`src/rtl/rupc_pkg.sv`:
```
package rupc_pkg;

  typedef enum logic [1:0] {
    ACT_HOLD   = 2'd0,
    ACT_INC    = 2'd1,
    ACT_LOAD   = 2'd2,
    ACT_RELOAD = 2'd3
  } ctr_act_e;

endpackage

```
`src/rtl/rupc_term_detect.sv`:
```
module rupc_term_detect #(
  parameter int WIDTH = 8
) (
  input  logic [WIDTH-1:0] value,
  output logic             at_term,
  output logic             term_n
);

  function automatic logic is_full(input logic [WIDTH-1:0] v);
    return &v;
  endfunction

  assign at_term = is_full(value);
  assign term_n  = ~at_term;

endmodule

```
`src/rtl/rupc_action_decode.sv`:
```
module rupc_action_decode
  import rupc_pkg::*;
(
  input  logic     load_en,
  input  logic     cnt_en,
  input  logic     tc_reload,
  input  logic     at_term,
  output ctr_act_e act,
  output logic     ext_load,
  output logic     auto_reload,
  output logic     inc_fire
);

  // An explicit load wins. The automatic reload needs the count enable
  // and the reload control, and the count must sit at terminal.
  assign ext_load    = load_en;
  assign auto_reload = ~load_en & cnt_en & tc_reload & at_term;
  assign inc_fire    = ~load_en & cnt_en & ~auto_reload;

  always_comb begin
    if (ext_load)         act = ACT_LOAD;
    else if (auto_reload) act = ACT_RELOAD;
    else if (inc_fire)    act = ACT_INC;
    else                  act = ACT_HOLD;
  end

endmodule

```
`src/rtl/rupc_state_reg.sv`:
```
module rupc_state_reg
  import rupc_pkg::*;
#(
  parameter int WIDTH = 8
) (
  input  logic             clk,
  input  logic             rst,
  input  ctr_act_e         act,
  input  logic [WIDTH-1:0] preset,
  output logic [WIDTH-1:0] value
);

  localparam logic [WIDTH-1:0] ONE = {{(WIDTH-1){1'b0}}, 1'b1};

  function automatic logic [WIDTH-1:0] bump(input logic [WIDTH-1:0] v);
    return v + ONE;
  endfunction

  function automatic logic [WIDTH-1:0] next_of(
    input ctr_act_e         a,
    input logic [WIDTH-1:0] cur,
    input logic [WIDTH-1:0] pre
  );
    case (a)
      ACT_LOAD, ACT_RELOAD: return pre;
      ACT_INC:              return bump(cur);
      default:              return cur;
    endcase
  endfunction

  logic [WIDTH-1:0] value_nx;
  assign value_nx = next_of(act, value, preset);

  always_ff @(posedge clk or posedge rst) begin
    if (rst) value <= '0;
    else     value <= value_nx;
  end

endmodule

```
`src/rtl/reload_upcounter.sv`:
```
module reload_upcounter
  import rupc_pkg::*;
#(
  parameter int WIDTH = 8
) (
  input  logic             clk,
  input  logic             rst,
  input  logic             cnt_en,
  input  logic             load_en,
  input  logic             tc_reload,
  input  logic [WIDTH-1:0] preset,
  output logic [WIDTH-1:0] count,
  output logic             tc_n
);

  ctr_act_e         act;
  logic             at_term;
  logic             ext_load;
  logic             auto_reload;
  logic             inc_fire;
  logic [WIDTH-1:0] value;

  rupc_term_detect #(.WIDTH(WIDTH)) u_term (
    .value   (value),
    .at_term (at_term),
    .term_n  (tc_n)
  );

  rupc_action_decode u_dec (
    .load_en     (load_en),
    .cnt_en      (cnt_en),
    .tc_reload   (tc_reload),
    .at_term     (at_term),
    .act         (act),
    .ext_load    (ext_load),
    .auto_reload (auto_reload),
    .inc_fire    (inc_fire)
  );

  rupc_state_reg #(.WIDTH(WIDTH)) u_reg (
    .clk    (clk),
    .rst    (rst),
    .act    (act),
    .preset (preset),
    .value  (value)
  );

  assign count = value;

endmodule

```
`config.mk`:
```
export PLATFORM = sky130hd
export DESIGN_NAME = reload_upcounter
export DESIGN_NICKNAME = d
export VERILOG_FILES = /design/src/rtl/rupc_pkg.sv /design/src/rtl/rupc_term_detect.sv /design/src/rtl/rupc_action_decode.sv /design/src/rtl/rupc_state_reg.sv /design/src/rtl/reload_upcounter.sv
export SDC_FILE = /design/constraint.sdc
export NUM_CORES = 1
export LEC_CHECK = 0
export ABC_AREA = 1
export BUFFER_PORTS_ARGS = -buffer_cell sky130_fd_sc_hd__buf_4
export CAP_MARGIN = 20
export CORE_MARGIN = 2
export CORE_UTILIZATION = 30
export DETAILED_ROUTE_END_ITERATION = 12
export GPL_TIMING_DRIVEN = 1
export RECOVER_POWER = 25
export SETUP_SLACK_MARGIN = 0.5
export SLEW_MARGIN = 20
export SYNTH_ARGS = -nofsm -noshare
export SYNTH_HDL_FRONTEND = slang
export SYNTH_SLANG_ARGS = --single-unit
```
`constraint.sdc`:
```
create_clock -name clk -period 2.05 [get_ports clk]
set_input_delay 0.3075 -clock clk [delete_from_list [all_inputs] [get_ports clk]]
set_output_delay 0.3075 -clock clk [all_outputs]
set_load 0.01 [all_outputs]
```
==> run_results.csv <==
group,metric,value,unit
final_layout,area_delta_synth_final,42.77,%
sta,min_period,1503,ps
placement,numPortBuffers,21,
clock_network,ctsLongestPathBuffers,2,
placement,dp_hpwl,1177,um
synthesis,synth-adder-area-share,0.01953,
synthesis,ys_seq_elements,8,
clock_network,cts_tree,"yes",
synthesis,synth_cells,97,
synthesis,synth_top_area_frac,0.3125,
detailed_routing,top_layer,"met4",
floorplanning,die_h,50.21,um
sta,finalSetupTns,0,ps
final_layout,final_cells,155,
detailed_routing,drtAntennaViolNets,0,
clock_network,postCtsHoldBufs,0,
sta,hold_viol,1,
placement,gp_congestion,0.9053,
placement,placed_cell_area,839.6,sq um
global_route,gr-total-overflow,0,
synthesis,synth_warnings,0,
run_status,outcome,"finished with violations",
sta,max_freq,0.6652,GHz
floorplanning,core-area,1982,sq um
run_status,violations,"hold timing",
detailed_routing,drtIter0Drc,8,
pwr,peakVddDrop,0.3193,mV
final_layout,top_regs,"u_reg.value: 8 flops",
detailed_routing,post_drt_wl_per_cell,10.21,um
synthesis,synth_xor_area_frac,0.02734,
final_layout,fillers,211,
final_layout,final_cell_area,914.6,sq um
detailed_routing,vias_per_cell,4.548,
final_layout,top_register,"u_reg.value",
setup_path,crit_fanout,3,
clock_network,clkSlewWorstSetupHoldPaths,60,ps
synthesis,synth_simple_gate_area_frac,0.5078,
setup_path,cp.arrival,1200,ps
setup_path,critPathCaptureType,"output pin",
global_route,grt_start_max_net_pins,10,
detailed_routing,wl_met2,770,um
sta,worst_pin_slew,359.3,ps
run,maxCapViolCount,0,
synthesis,synth_area,640.6,sq um
detailed_routing,dr.pass1.iters,4,
global_route,grt_pass1_wl,2456,um
final_layout,drive_above_1_share,0.3203,
synthesis,syn_nets,111,
floorplanning,die_area,2521,sq um
hold_path,hold_path.class,"input port to asynchronous set/reset pin",
clock_network,clock-root-buffer,"clkbuf_4",
sta,slew_viol_final,0,
synthesis,synthTopCellsByArea,"dfrtp_1, nand2_1, nand3_1",
sta,clock_skew,3.229,ps
global_route,antenna_found_initial,0,
pwr,leakage,0.0005184,uW
synthesis,muxShareOfSynthArea,0,
synthesis,synth_area_per_cell,6.604,sq um
setup_path,path_class,"flop to output pin",
sta,setup_viol,0,
synthesis,synth_top_family_by_area,"simple AND/OR/NAND/NOR gates",
final_layout,diodes,0,
clock_network,worstSkewPairLatency,260,ps
floorplanning,die_w,50.21,um
detailed_routing,dr_total_vias,705,
detailed_routing,drt-total-wl,1583,um
detailed_routing,drcViolationCount,0,
clock_network,cts_buffers,3,
synthesis,synth-compound-area-share,0.02344,
detailed_routing,wl_met3,84,um
clock_network,cts_sinks,8,
sta,maxSlewHeadroom,0.7602,
pwr,powerDensity,568.5,nW/um^2
synthesis,yosysUniqueCellTypes,18,
sta,whs,-0.07316,ps
floorplanning,ioPinCount,22,
final_layout,nNetsFinal,144,
global_route,grt_pass1_vias,579,
floorplanning,num_rows,16,
sta,rsz0062_at_grt,"no",
setup_path,crit_path_start_kind,"flop",
floorplanning,initial_core_util,0.3232,
synthesis,ys_seq_area_frac,0.3125,
placement,placedCellCount,146,
sta,fin_crit_sh,0.7333,
global_route,gr-usage-all-layers,0.1293,
detailed_routing,wl_met1,719,um
clock_network,htree_levels,1,
synthesis,synth_area_leader_cell,"dfrtp_1",
final_layout,largest_reg_flops,8,
setup_path,crit_required,1740,ps
[timing repair]
action,in CTS,in global routing
resized for setup,1,1
gates cloned,0,0
setup endpoints to repair,1,1
endpoints found under the hold margin,0,0
pin swaps,1,2
buffers inserted,3,3
[worst max-delay path, stage by stage, from the launching register on]
cell and delay (ps):
dfrtp_1 360, ha_2 210, nand2_4 70, nor2_4 100, nand2_1 60, buf_4 140
[through the flow]
stage	setup slack [ps]	hold WS (ps)	util	power, uW
after floorplan	696.3	123.2	-	303.3
final	546.8	-0.07316	0.4615	519.9
after global routing	485.4	37.31	0.4615	557.0
after global placement	696.8	289.4	0.4236	374.0
after detailed placement	607.2	286.6	0.4236	376.1
after CTS	504.7	9.486	0.4476	511.9
[final timing paths]
| kind | from | to | slack (ps) | cells past startpoint |
|---|---|---|---|---|
| min in group clk | preset[4] | u_reg.value[4] | 350 | 5 |
| max reg2reg | u_reg.value[1] | u_reg.value[3] | 620 | 10 |
| max in group asynchronous | rst | u_reg.value[7] | 1810 | 2 |
| min reg2reg | u_reg.value[7] | u_reg.value[7] | 560 | 2 |
| min | rst | u_reg.value[2] | -0.07 | 2 |
| max | u_reg.value[1] | tc_n | 550 | 5 |
[placed cells by master (no fill, tap or decap), drive strengths merged]
cell / Yosys / layout
nand3: 16 / 16
nor2: 5 / 5
nand3b: 1 / 1
o21bai: 2 / 2
ha: 1 / 1
inv: 18 / 18
xnor2: 1 / 1
xor2: 1 / 1
nand2: 43 / 43
dfrtp: 8 / 8
clkbuf: 0 / 4
nand4: 1 / 1
buf: 0 / 27
[cells in the mapped netlist]
| cell type | number |
|---|---|
| nand3b_1 | 1 |
| nand4_1 | 1 |
| nor2_4 | 2 |
| nand3_4 | 1 |
| nand2_2 | 2 |
| nand2_8 | 1 |
| xnor2_1 | 1 |
| nor2_2 | 1 |
| nand3_1 | 15 |
| nand2_1 | 40 |
| xor2_1 | 1 |
| inv_1 | 16 |
| inv_2 | 1 |
| ha_1 | 1 |
| nor2_1 | 2 |
| o21bai_1 | 2 |
| dfrtp_1 | 8 |
| inv_4 | 1 |
[final cells by class]
type / count / area [sq um] / share of cell area
Clock buffer: 3 / 22.52 / 0.02462
Tap cell: 27 / 33.78 / 0.03694
Timing Repair Buffer: 28 / 210.2 / 0.2298
Inverter: 18 / 70.07 / 0.07661
Multi-Input combinational cell: 71 / 377.9 / 0.4131
Sequential cell: 8 / 200.2 / 0.2189
[layer usage]
metal,vias to the layer above,GRT usage
li1,364,-
met1,317,0.1682
met2,22,0.1930
met3,2,0.03869
met4,0,0.06481
met5,-,0
[power by group]
part           internal (uW)  switching (uW)
clock network           67.2            57.0
logic                   94.5            94.4
registers                177            29.8
[kinds of logic after synthesis]
group,after synthesis
and+or+nand+nor,66
buffers and inverters,18
DFF,8
AOI/OAI and AO/OA,2
xor gates and xnor gates,2
adders and majority gates,1
Power figures use the tool's default switching activity.
